[config.mk]
export PLATFORM = sky130hd
export DESIGN_NAME = adc_bringup_seq
export DESIGN_NICKNAME = d
export VERILOG_FILES = /design/src/rtl/adc_bringup_seq.sv
export SDC_FILE = /design/constraint.sdc
export NUM_CORES = 1
export LEC_CHECK = 0
export BUFFER_PORTS_ARGS = -buffer_cell sky130_fd_sc_hd__buf_2
export CAP_MARGIN = 20
export CORE_MARGIN = 2
export CORE_UTILIZATION = 45
export CTS_CLUSTER_DIAMETER = 100
export CTS_CLUSTER_SIZE = 10
export DETAILED_ROUTE_END_ITERATION = 6
export SYNTH_ARGS = -nofsm -noshare
export SYNTH_HDL_FRONTEND = slang
export SYNTH_SLANG_ARGS = --single-unit
[constraint.sdc]
create_clock -name clk -period 2.1 [get_ports clk]
set_input_delay 0.42 -clock clk [delete_from_list [all_inputs] [get_ports clk]]
set_output_delay 0.42 -clock clk [all_outputs]
set_load 0.05 [all_outputs]
[src/rtl/adc_bringup_seq.sv]
module adc_bringup_seq #(
  parameter int CLK_HZ       = 50_000_000,
  parameter int SCLK_MAX_HZ  = 3_000_000,
  parameter int SAMPLES      = 1000,
  parameter int TIMEOUT_CYC  = 10_000_000,
  parameter bit USE_DRDY_PIN = 1'b1
) (
  input  logic        clk,
  input  logic        rst_n,
  input  logic        start,
  input  logic        drdy_n,
  input  logic        miso,
  output logic        sclk,
  output logic        cs_n,
  output logic        mosi,
  output logic        out_valid,
  output logic [15:0] out_data,
  output logic        done,
  output logic        err
);
  localparam int HALF = (CLK_HZ + 2*SCLK_MAX_HZ - 1) / (2*SCLK_MAX_HZ);
  localparam int DW   = $clog2(HALF + 1);
  localparam int CW   = $clog2(SAMPLES + 1);
  localparam int TW   = $clog2(TIMEOUT_CYC + 1) + 1;
  localparam logic [DW-1:0] DLIM = DW'(HALF - 1);
  localparam logic [CW-1:0] SLIM = CW'(SAMPLES - 1);
  localparam logic [TW-1:0] TLIM = TW'(TIMEOUT_CYC);

  localparam logic [7:0] CMD_CLK  = 8'h20;
  localparam logic [7:0] CLK_CFG  = 8'h0C;
  localparam logic [7:0] CMD_SET  = 8'h10;
  localparam logic [7:0] SET_CFG  = 8'h40;
  localparam logic [7:0] CMD_RD   = 8'h38;
  localparam logic [7:0] CMD_POLL = 8'h08;

  typedef enum logic [2:0] {IDLE, CFG_CLK, CFG_SET, WAIT_RDY, POLL, READ, FIN} st_t;
  st_t st, nxt;

  logic          act, tail;
  logic [DW-1:0] div;
  logic [4:0]    nb, bc;
  logic [23:0]   tx;
  logic [15:0]   rx;
  logic [1:0]    dsync;
  logic [CW-1:0] nsmp;
  logic [TW-1:0] tmr;

  logic          go, set_err;
  logic [23:0]   go_tx;
  logic [4:0]    go_nb;

  wire tick     = act && (div == DLIM);
  wire xfer_end = tick && tail;
  wire rdy_pin  = ~dsync[1];
  assign mosi   = tx[23];

  always_comb begin
    go      = 1'b0;
    go_tx   = '0;
    go_nb   = 5'd16;
    set_err = 1'b0;
    nxt     = st;
    case (st)
      IDLE:    if (start) begin go = 1'b1; go_tx = {CMD_CLK, CLK_CFG, 8'h00}; nxt = CFG_CLK; end
      CFG_CLK: if (xfer_end) begin go = 1'b1; go_tx = {CMD_SET, SET_CFG, 8'h00}; nxt = CFG_SET; end
      CFG_SET: if (xfer_end) nxt = WAIT_RDY;
      WAIT_RDY: begin
        if (USE_DRDY_PIN && rdy_pin) begin
          go = 1'b1; go_tx = {CMD_RD, 16'h0000}; go_nb = 5'd24; nxt = READ;
        end else if (tmr >= TLIM) begin
          set_err = 1'b1; nxt = IDLE;
        end else if (!USE_DRDY_PIN) begin
          go = 1'b1; go_tx = {CMD_POLL, 16'h0000}; nxt = POLL;
        end
      end
      POLL: if (xfer_end) begin
        if (!rx[7]) begin go = 1'b1; go_tx = {CMD_RD, 16'h0000}; go_nb = 5'd24; nxt = READ; end
        else nxt = WAIT_RDY;
      end
      READ:    if (xfer_end) nxt = (nsmp == SLIM) ? FIN : WAIT_RDY;
      FIN:     nxt = IDLE;
      default: nxt = IDLE;
    endcase
  end

  always_ff @(posedge clk or negedge rst_n) begin
    if (!rst_n) begin
      st <= IDLE; act <= 1'b0; tail <= 1'b0; div <= '0; nb <= 5'd16; bc <= '0;
      tx <= '0; rx <= '0; dsync <= 2'b11; nsmp <= '0; tmr <= '0;
      sclk <= 1'b1; cs_n <= 1'b1; out_valid <= 1'b0; out_data <= '0; done <= 1'b0; err <= 1'b0;
    end else begin
      st        <= nxt;
      dsync     <= {dsync[0], drdy_n};
      out_valid <= 1'b0;
      done      <= (st == FIN);

      if (act) div <= tick ? '0 : div + 1'b1;
      if (tick) begin
        if (tail) act <= 1'b0;
        else if (sclk) begin
          if (bc == nb) begin cs_n <= 1'b1; tail <= 1'b1; end
          else begin
            sclk <= 1'b0;
            if (bc != 0) tx <= {tx[22:0], 1'b0};
          end
        end else begin
          sclk <= 1'b1;
          rx   <= {rx[14:0], miso};
          bc   <= bc + 1'b1;
        end
      end
      if (go) begin
        act <= 1'b1; tail <= 1'b0; div <= '0; bc <= '0;
        cs_n <= 1'b0; sclk <= 1'b1; tx <= go_tx; nb <= go_nb;
      end

      if ((st == CFG_SET || st == READ) && nxt == WAIT_RDY) tmr <= '0;
      else if ((st == WAIT_RDY || st == POLL) && tmr != '1) tmr <= tmr + 1'b1;

      if (st == IDLE && start) begin err <= 1'b0; nsmp <= '0; end
      if (set_err) err <= 1'b1;
      if (st == READ && xfer_end) begin
        out_valid <= 1'b1;
        out_data  <= rx;
        nsmp      <= nsmp + 1'b1;
      end
    end
  end
endmodule

Word level (Yosys, flattened, before mapping)
Index checks and enable logic that the tools add are counted.

word-level totals
  register bits after elaboration = 117
  bits in latches = 0
  RAM bits = 0
  bits in read-only memories = 0
  input bits = 5
  output and inout bits = 22
  logic and storage cells = 129
  memories kept = 0

operators by class
  $add $sub $neg = 4
  multiply operators = 0
  divide/modulo/power cells = 0
  order comparisons = 1
  equality and inequality tests = 14
  shift operators = 0
  muxes and demuxes = 66
  bitwise logic cells = 2
  reductions and logical operators = 25

operators with widths
  kind                   number
  $mux 24                6
  $mux 22                4
  $pmux 22 s4            1
  $mux 25                2
  $mux 1                 28
  $mux 3                 9
  $add 25x1->25 const B  1
  $ge 25x24->1 const B   1
  $ne 25x25->1 const B   1
  $mux 4                 6
  $mux 21                1
  $mux 10                2
  $mux 5                 4
  $pmux 3 s6             1
  $reduce_bool 2->1      9
  $add 10x1->10 const B  1
  $eq 10x10->1 const B   1
  $eq 3x2->1 const B     3
  $eq 3x3->1 const B     3
  $pmux 4 s2             1
  $logic_and 1x1->1      6
  $reduce_and 3->1       2
  $add 5x1->5 const B    1
  $eq 5x5->1             1
  other kinds (13)       17

Logic depth before layout (Yosys ltp)
Gate-level depths: netlist of run 1.

  depth after elaboration = 8
  gate-level depth with buffers = 8
  mapped depth without buffers = 8

Worst setup path before layout of run 1
OpenSTA, ideal clock, no wires.

  path kind = register to register
  start = register st[0]
  end = register tmr[22]
  library setup time = 132 ps
  data arrival time = 1901 ps
  slack = 67 ps
  stages on the path, launching flop included = 7
  buffers on the path = 1
  cells stage by stage = dfrtp_1 buf_6 or3b_4 a2111o_1 nor4_2 xnor2_1 nor2_1

between the ends
  word-level cells in the longest chain between the ends = 6

RTL lines
  what                                                 line  text
  start: declaration                                   37    st_t st, nxt;
  start signal: assignment                             92    st <= nxt;
  $mux 3                                               70    end else if (tmr >= TLIM) begin
  $mux 3                                               68    if (USE_DRDY_PIN && rdy_pin) begin
  $pmux 3 s6                                           63    case (st)
  $eq 3x2->1                                           117   if ((st == CFG_SET || st == READ) && nxt == WAIT_RDY) tmr <= '0;
  $logic_and 1x1->1                                    117
  $mux 25 / $reduce_bool 2->1 (equally long branches)  n/a
  end signal: assignment                               118   else if ((st == WAIT_RDY || st == POLL) && tmr != '1) tmr <= tmr + 1'b1;
  end: declaration                                     46    logic [TW-1:0] tmr;

Parallel ways exist; a longest one is shown, timed or not.
A chain may end at the register's enable or synchronous reset.

Worst setup path after layout of run 1
  start = register st[0]
  end = register tmr[12]

The elaborated chain is that of the path after synthesis.

==> flow_summary.yaml, run 1 <==
outcome:
  status: "complete, no violations"
logic_synthesis:
  synth-seq-area-share_pct: 52.5
  synth_flop_cell: "dfrtp_1"
  syn_area_per_cell_sq_um: 9.71
  yosys-top-cells-area: "dfrtp_1 (50%), nand2_1 (8.2%), mux2_2 (4.3%), o21ai_0 (3.5%), nor2_1 (2.9%)"
  synth_top_cell_by_area: "dfrtp_1"
  synth_edf_count: 0
  synth_area_sq_mm: 0.00492
  netlist_top_cells_count: "nand2_1 (107), dfrtp_1 (99), nor2_1 (38), o21ai_0 (34), a21oi_1 (26)"
  synth_cell_type_count: 54
  synthCells: 507
  synth_mux_area_share_pct: 5.57
  yosysMostFrequentCell: "nand2_1"
  synth-async-reset-ratio_pct: 100
  synth_xor_xnor_area_share_pct: 2.31
  synth-compound-area-share_pct: 13.1
  ys.warnings.count: 0
  synthAdderAreaFrac_pct: 1.78
  synth-simple-area-share_pct: 22.2
  ys_seq_elements: 103
  synth_top_area_share_pct: 50.3
  synth_top_family_by_area: "simple AND/OR/NAND/NOR gates"
  syn-num-nets: 519
worst_setup_path:
  critPathKind: "reg2reg"
  crit_arrival_ps: 2290
  required_ps: 2390
  rr_startpoint: "st[0]"
  worstPathMaxFanout: 7
  critPathLaunchType: "flip-flop"
  r2r_cells: 5
  cp_top_family: "compound AO/OA/AOI/OAI gates"
  critical-path-max-stage-delay_ps: 590
  r2r_end: "tmr[12]"
  endpoint_kind: "flip-flop"
  critPathBufInv: 0
  critical-path-slowest-cell: "a2111o_2"
  crit_chain: "or3b_4, a2111o_2, a211oi_1, xnor2_1, nor2_1"
  rrSetupSlack_ps: 110
timing:
  fin_crit_ps: 1990
  fin_crit_sh_pct: 94.9
  worstMarginPinSlew_ps: 562
  finClkSkew_ps: 20.0
  setup_viol_count_final: 0
  final-max-slew-violation-count: 0
  rsz0062_at_grt: "no"
  max_freq_ghz: 0.502
  slew_headroom_pct: 62.2
  hold_viol: 0
  tns_ps: 0
detailed_routing:
  drc: 0
  drt.antenna.violating_nets: 0
  wl_per_cell_um: 14.6
  firstDrtPassIters: 4
  drt_iter0_markers: 180
  via_count: 3843
  vias_per_cell: 5.43
  wl_mm: 10.3
job:
  cap_violations: 0
clocking:
  clkTransAtPathRegs_ps: 110
  cts_tree: "done"
  htreeDepth: 3
  clock_latency_ps: 390
  root_buffer: "clkbuf_8"
  ctsLongestPathBuffers: 2
  cts.sinks: 103
  numCtsBuffers: 9
global_route:
  grt_pass1_wl_mm: 17.3
  grt_pass1_vias: 3644
  gr-total-overflow: 0
  grt_util_all_layers_pct: 18.8
  antenna_found_initial: 0
  grt_max_degree: 43
hold_path:
  hold_path_depth: 1
  hold_class: "in2reg"
  hp-start: "drdy_n"
  min_to: "dsync[0]"
layout:
  post-route-util_pct: 53.8
  regArea_sq_mm: 0.00258
  antenna_cells: 0
  nFillCells: 1035
  nets: 575
  syn_to_final_growth_pct: 17.4
  multiInputGateArea_sq_mm: 0.00228
  stdcell_count: 708
  drive_gt1_share_pct: 20.2
placement:
  io_buffers: 26
  gp_congestion: 0.857
  dp.cells: 691
  dp_hpwl_mm: 7.22
die:
  boundaryPins: 27
  coreArea_sq_mm: 0.0107
  row_count: 38
  die_area_sq_mm: 0.0118
  initial_core_util_pct: 45.8
  die_x_um: 109
  die_h_um: 109
power:
  ir_drop_mv: 0.428
  powerDensity_mw_per_mm2: 608
  leakage_uw: 0.00268
[final cells by class]
cell class                      instances  area share [%]
Clock inverter                          5            1.49
Sequential cell                       103            44.7
Multi-Input combinational cell        373            39.4
Tap cell                              140            3.03
Clock buffer                           11            2.62
Inverter                               14           0.909
Timing Repair Buffer                   62            7.88
[sequential cells by signal, summed over array words and instances (netlist names)]
name and count:
div 4, dsync 2, st 3, out_data 16, tail 1, sclk 1
nsmp 10, bc 5, cs_n 1, err 1, tmr 25, act 1
tx 14, nb 1, done 1, rx 16, out_valid 1
[metal layers]
layer  wire, um  track usage, %  part of all wire [%]
met1       4990            25.6                    48
met5          0               0                     0
met3        291            2.95                   2.8
met2       4880            29.9                    47
met4        185            7.97                   1.8
[through the flow]
stage	hold slack (ps)	worst slack [ps]	power, uW	cell area [sq um]
floorplan	124	67.0	2030	4920
global placement	352	102	2090	5480
detailed placement	357	55.9	2090	5480
CTS	105	12.0	3550	5730
global route	107	7.34	3630	5780
finish	124	107	3510	5780
[layout by cell type, fill, tap and decap left out, types with 4 or more instances in the layout]
| cell type | n |
|---|---|
| a31oi_1 | 4 |
| ha_1 | 6 |
| nand3b_1 | 7 |
| dfrtp_1 | 99 |
| a21o_1 | 4 |
| nand4_1 | 10 |
| nor2_1 | 38 |
| a211oi_1 | 5 |
| nor3_1 | 10 |
| nand2_1 | 107 |
| buf_12 | 4 |
| xnor2_1 | 9 |
| nand3_1 | 11 |
| buf_4 | 32 |
| or3_1 | 7 |
| dfstp_2 | 4 |
| mux2i_1 | 6 |
| mux2_2 | 19 |
| a21oi_1 | 25 |
| nor4_1 | 4 |
| and4_1 | 7 |
| clkbuf_8 | 11 |
| o21ai_0 | 33 |
| inv_1 | 14 |
| xor2_1 | 4 |
| o31ai_1 | 7 |
| and3_1 | 4 |
| buf_2 | 25 |
| nand2b_1 | 4 |
| o211ai_1 | 4 |
[report_power, final]
| part | internal, uW | switching [uW] | total, uW |
|---|---|---|---|
| clock | 747 | 717 | 1460 |
| combinational | 14.6 | 40.7 | 55.4 |
| sequential | 1990 | 3.76 | 1990 |
| total | 2750 | 762 | 3510 |
[worst max path at each step]
stage               startpoint  endpoint  slack, ps  cells after the start
global placement        div[1]    tx[21]        100                      9
finish                   st[0]   tmr[12]        110                      5
CTS                     div[1]    tx[21]         10                      9
floorplan                st[0]   tmr[22]         70                      6
detailed placement      div[1]    tx[21]         60                      9
global route             st[0]   tmr[22]          7                      5
[timing repair]
| item | in CTS | in global routing |
|---|---|---|
| endpoints found under the hold margin | 21 | 0 |
| resized for setup | 0 | 10 |
| setup endpoints to repair | 0 | 20 |
| hold buffers | 1 | 0 |
| buffers inserted | 0 | 0 |
[cells by family (layout without fill, tap and decap cells)]
group / count (synthesis) / after routing
buffers and inverters: 31 / 92
muxes: 25 / 25
xor gates and xnor gates: 13 / 13
AOI/OAI and AO/OA: 101 / 101
DFF: 103 / 103
adders and majority gates: 7 / 7
and+or+nand+nor: 227 / 227
Power figures use the tool's default switching activity.
==> inputs of run 2 (changes only) <==
RECOVER_POWER = 25   (was default)
SKIP_LAST_GASP = 1   (was default)
==> run 2 against run 1 <==
Net effect: core utilization shrank 0.14 points; combinational power shrank 7.2%; critical path depth is the same; critical path type unchanged; largest power group unchanged.
==> flow_summary.yaml, run 2 (synthesis gave the netlist of run 1 again) <==
layout:
  antenna_cells: 0
  syn_to_final_growth_pct: 17.1
  final_common_cell: "nand2_1"
  reg.largest.list: "tmr: 25 flops, out_data: 16 flops, rx: 16 flops"
  drive_gt1_share_pct: 20.2
  final_cell_mix: "nand2_1 (107), dfrtp_1 (99), nor2_1 (38), o21ai_0 (33), buf_4 (31)"
  regMostFlops: "tmr"
  largest_register_ffs: 25
  nets: 575
detailed_routing:
  wl_per_cell_um: 14.6
  firstDrtPassIters: 4
  drc: 0
  vias_per_cell: 5.43
  drt.antenna.violating_nets: 0
  wl_mm: 10.3
  via_count: 3842
  drt_iter0_markers: 192
hold_path:
  hp-start: "drdy_n"
  min_to: "dsync[0]"
  hold_class: "in2reg"
  hold_path_depth: 1
timing:
  setup_viol_count_final: 0
  worstMarginPinSlew_ps: 632
  slew_headroom_pct: 57.9
  worst_slack_ps: 99.4
  rsz0062_at_grt: "no"
  fin_crit_sh_pct: 95.3
  max_freq_ghz: 0.500
  fin_crit_ps: 2000
  final-max-slew-violation-count: 0
  finClkSkew_ps: 20.0
  holdWs_ps: 123
  tns_ps: 0
  hold_viol: 0
worst_setup_path:
  r2r_cells: 5
  critPathKind: "reg2reg"
  crit_arrival_ps: 2290
  required_ps: 2390
  endpoint_kind: "flip-flop"
  worstPathMaxFanout: 7
  rrSetupSlack_ps: 100
  critPathLaunchType: "flip-flop"
  r2r_end: "tmr[12]"
  rr_startpoint: "st[0]"
die:
  row_count: 38
  die_area_sq_mm: 0.0118
  coreArea_sq_mm: 0.0107
  die_x_um: 109
  initial_core_util_pct: 45.8
  die_h_um: 109
  boundaryPins: 27
placement:
  post-place-ws_ps: 55.9
  gp_congestion: 0.857
  io_buffers: 26
  dp_hpwl_mm: 7.22
clocking:
  cts_tree: "done"
  htreeDepth: 3
  numCtsBuffers: 9
  cts.sinks: 103
  ctsLongestPathBuffers: 2
  clock_latency_ps: 390
  cts_setup_buffers: 0
  root_buffer: "clkbuf_8"
  clkTransAtPathRegs_ps: 110
global_route:
  grt_pass1_vias: 3644
  gr-total-overflow: 0
  grt_pass1_wl_mm: 17.3
  grt_max_degree: 43
  grt_util_all_layers_pct: 18.8
  antenna_found_initial: 0
power:
  leakage_uw: 0.00267
  ir_drop_mv: 0.428
  powerDensity_mw_per_mm2: 609
job:
  cap_violations: 0
outcome:
  status: "complete, no violations"
-- run 2: changes by cell type in the layout (fill, tap and decap cells not counted) --
cell and delta:
buf_12 -1, buf_4 -1, clkbuf_2 +1, clkbuf_4 +1
-- run 2: final cells by class --
type | instances | area (sq um)
fill | 1036 | 4980
sequential | 103 | 2580
multi-input combinational | 373 | 2280
timing repair buffer | 62 | 440
tap | 140 | 175
clock buffer | 11 | 151
clock inverter | 5 | 86.3
inverter | 14 | 52.6
-- run 2: worst max-delay path, cell delays in order (launching register included) --
cell	delay (ps)
dfrtp_1	390
or3b_4	430
a2111o_2	590
a211oi_1	290
xnor2_1	160
nor2_1	50
-- run 2: stage by stage --
| stage | total power, uW | util [%] | instances | instance area [sq um] |
|---|---|---|---|---|
| 2_1_floorplan | 2030 | - | 507 | 4920 |
| 3_3_place_gp | 2090 | 51.0 | 691 | 5480 |
| 3_5_place_dp | 2090 | 51.0 | 691 | 5480 |
| 4_1_cts | 3550 | 53.3 | 708 | 5730 |
| 5_1_grt | 3630 | 53.6 | 708 | 5760 |
| 6_report | 3510 | 53.6 | 708 | 5760 |
-- run 2: worst max path at each step --
stage	from	to	cells past startpoint	slack, ps
CTS	div[1]	tx[21]	9	10
floorplan	st[0]	tmr[22]	6	70
global placement	div[1]	tx[21]	9	100
detailed placement	div[1]	tx[21]	9	60
finish	st[0]	tmr[12]	5	100
global route	st[0]	tmr[22]	5	7
-- run 2: per-layer routing --
metal,GRT usage [%],wire [um],up-vias
met5,0,0,-
li1,-,-,1904
met4,7.97,185,0
met1,25.6,5010,1876
met3,2.95,272,13
met2,29.9,4860,49
-- run 2: where the power goes --
| part | leakage (uW) | internal [uW] | total [uW] | switching (uW) |
|---|---|---|---|---|
| clock | 0.000121 | 747 | 1470 | 718 |
| combinational | 0.00123 | 11.3 | 51.4 | 40.2 |
| sequential | 0.00133 | 1990 | 1990 | 3.72 |
| total | 0.00267 | 2750 | 3510 | 762 |
-- run 2: what timing repair did --
item                       in CTS  in global routing
gates resized for setup         0                 10
hold endpoints to repair       21                  0
hold buffers                    1                  0
setup endpoints to repair       0                 20
==> inputs of run 3 (changes only) <==
clock period = 2.22 ns   (was 2.1 ns; I/O delays follow)
==> run 3 against run 2 <==
Net effect: count of clock-buffer cells in the layout decreased by 1; clock skew decreased by 7.3 ps; via count decreased by 1.7%; critical endpoint is now tx[20]; wire length decreased by 3.3%; combinational power decreased by 16%; largest power group unchanged; largest cell class unchanged; cell area decreased by 3.2%; sequential share of layout area increased by 1.5 points; sequential power decreased by 6%.
==> flow_summary.yaml, run 3 (synthesis gave the netlist of run 1 again) <==
outcome:
  status: "complete, no violations"
timing:
  fin_crit_ps: 2090
  final-max-slew-violation-count: 0
  hold_viol: 0
  finClkSkew_ps: 12.7
  setup_viol_count_final: 0
  max_freq_ghz: 0.478
  holdWs_ps: 186
  fin_crit_sh_pct: 94.2
  worstMarginPinSlew_ps: 1380
  slew_headroom_pct: 8.22
global_route:
  gr-total-overflow: 0
  use_met2_pct: 28.9
  grtUsageMet3_pct: 3.56
  use_met1_pct: 26.4
  grt-busiest-layer: "met2"
  antenna_found_initial: 0
  grt_pass1_wl_mm: 17.3
  grt_max_degree: 104
  grt_pass1_vias: 3674
  grt_util_all_layers_pct: 18.6
worst_setup_path:
  required_ps: 2470
  critPathKind: "reg2reg"
  critPathLaunchType: "flip-flop"
  critical-path-slowest-cell: "a221oi_2"
  critPathBufInv: 1
  cp_top_family: "compound AO/OA/AOI/OAI gates"
  crit_chain: "buf_4, nand2b_1, o21ai_0, a221oi_2, mux2_2"
  critical-path-max-stage-delay_ps: 600
  crit_arrival_ps: 2340
  worstPathMaxFanout: 15
  endpoint_kind: "flip-flop"
job:
  cap_violations: 0
die:
  die_x_um: 109
  coreArea_sq_mm: 0.0107
  row_count: 38
  die_area_sq_mm: 0.0118
  die_h_um: 109
  initial_core_util_pct: 45.8
  boundaryPins: 27
placement:
  io_buffers: 26
  dpl_cell_area_sq_mm: 0.00534
  gp_congestion: 0.787
  dp.cells: 678
  dp_hpwl_mm: 6.83
layout:
  regMostFlops: "tmr"
  reg.largest.list: "tmr: 25 flops, out_data: 16 flops, rx: 16 flops"
  largest_register_ffs: 25
  stdcell_count: 694
  final_cell_mix: "nand2_1 (107), dfrtp_1 (99), nor2_1 (38), o21ai_0 (34), buf_2 (25)"
  nets: 561
  antenna_cells: 0
  final_common_cell: "nand2_1"
  drive_gt1_share_pct: 17.7
  fin_area_sq_mm: 0.00558
  syn_to_final_growth_pct: 13.4
  post-route-util_pct: 51.9
clocking:
  hold_buffers: 0
  cts.sinks: 103
  clock_latency_ps: 360
  cts_setup_buffers: 0
  htreeDepth: 3
  cts_tree: "done"
  clkTransAtPathRegs_ps: 100
  ctsLongestPathBuffers: 2
  numCtsBuffers: 9
  root_buffer: "clkbuf_8"
detailed_routing:
  via_count: 3778
  wl_mm: 10.0
  vias_per_cell: 5.44
  drc: 0
  firstDrtPassIters: 4
  wl_per_cell_um: 14.4
  drt_iter0_markers: 172
  drt.antenna.violating_nets: 0
power:
  leakage_uw: 0.00259
  ir_drop_mv: 0.386
  powerDensity_mw_per_mm2: 581
hold_path:
  hold_class: "in2reg"
run 3: where the power goes:
| group | internal (uW) | switching, uW | total, uW |
|---|---|---|---|
| clock | 672 | 644 | 1320 |
| combinational | 6.25 | 36.7 | 43.0 |
| sequential | 1880 | 3.48 | 1880 |
run 3: final cells by class:
class | instances | area (sq um)
clock inverters | 6 | 90.1
inverters | 14 | 52.6
repair buffers | 48 | 305
well taps | 140 | 175
clock buffers | 10 | 138
multi-input cells | 373 | 2240
flip-flops and latches | 103 | 2580
fillers | 1029 | 5170
run 3: what timing repair did:
action / in CTS / in global routing
setup endpoints to repair: 0 / 15
resized for setup: 0 / 5
endpoints found under the hold margin: 0 / 0
run 3: path summary, 6_finish.rpt:
check                      startpoint  endpoint  slack, ps  depth (start not counted)
setup / recovery                st[2]    tx[20]        130                          5
hold / removal                 drdy_n  dsync[0]        190                          1
setup reg to reg                st[2]    tx[20]        130                          5
hold reg to reg              dsync[0]  dsync[1]        360                          0
max in group asynchronous       rst_n     bc[2]        840                          2
min in group asynchronous       rst_n    tx[23]        490                          2
run 3: through the flow:
stage | total power, uW | setup WS, ps | setup TNS (ps)
final | 3240 | 129 | 0
after global routing | 3390 | -6.51 | -14.8
after CTS | 3310 | 13.9 | 0
after detailed placement | 1970 | 37.7 | 0
after global placement | 1970 | 132 | 0
after floorplan | 1920 | 187 | 0
run 3: metal layers:
metal | share of wire (%) | wire, um
met1 | 50 | 5020
met2 | 47 | 4680
met3 | 2.1 | 212
met4 | 0.85 | 85
met5 | 0 | 0
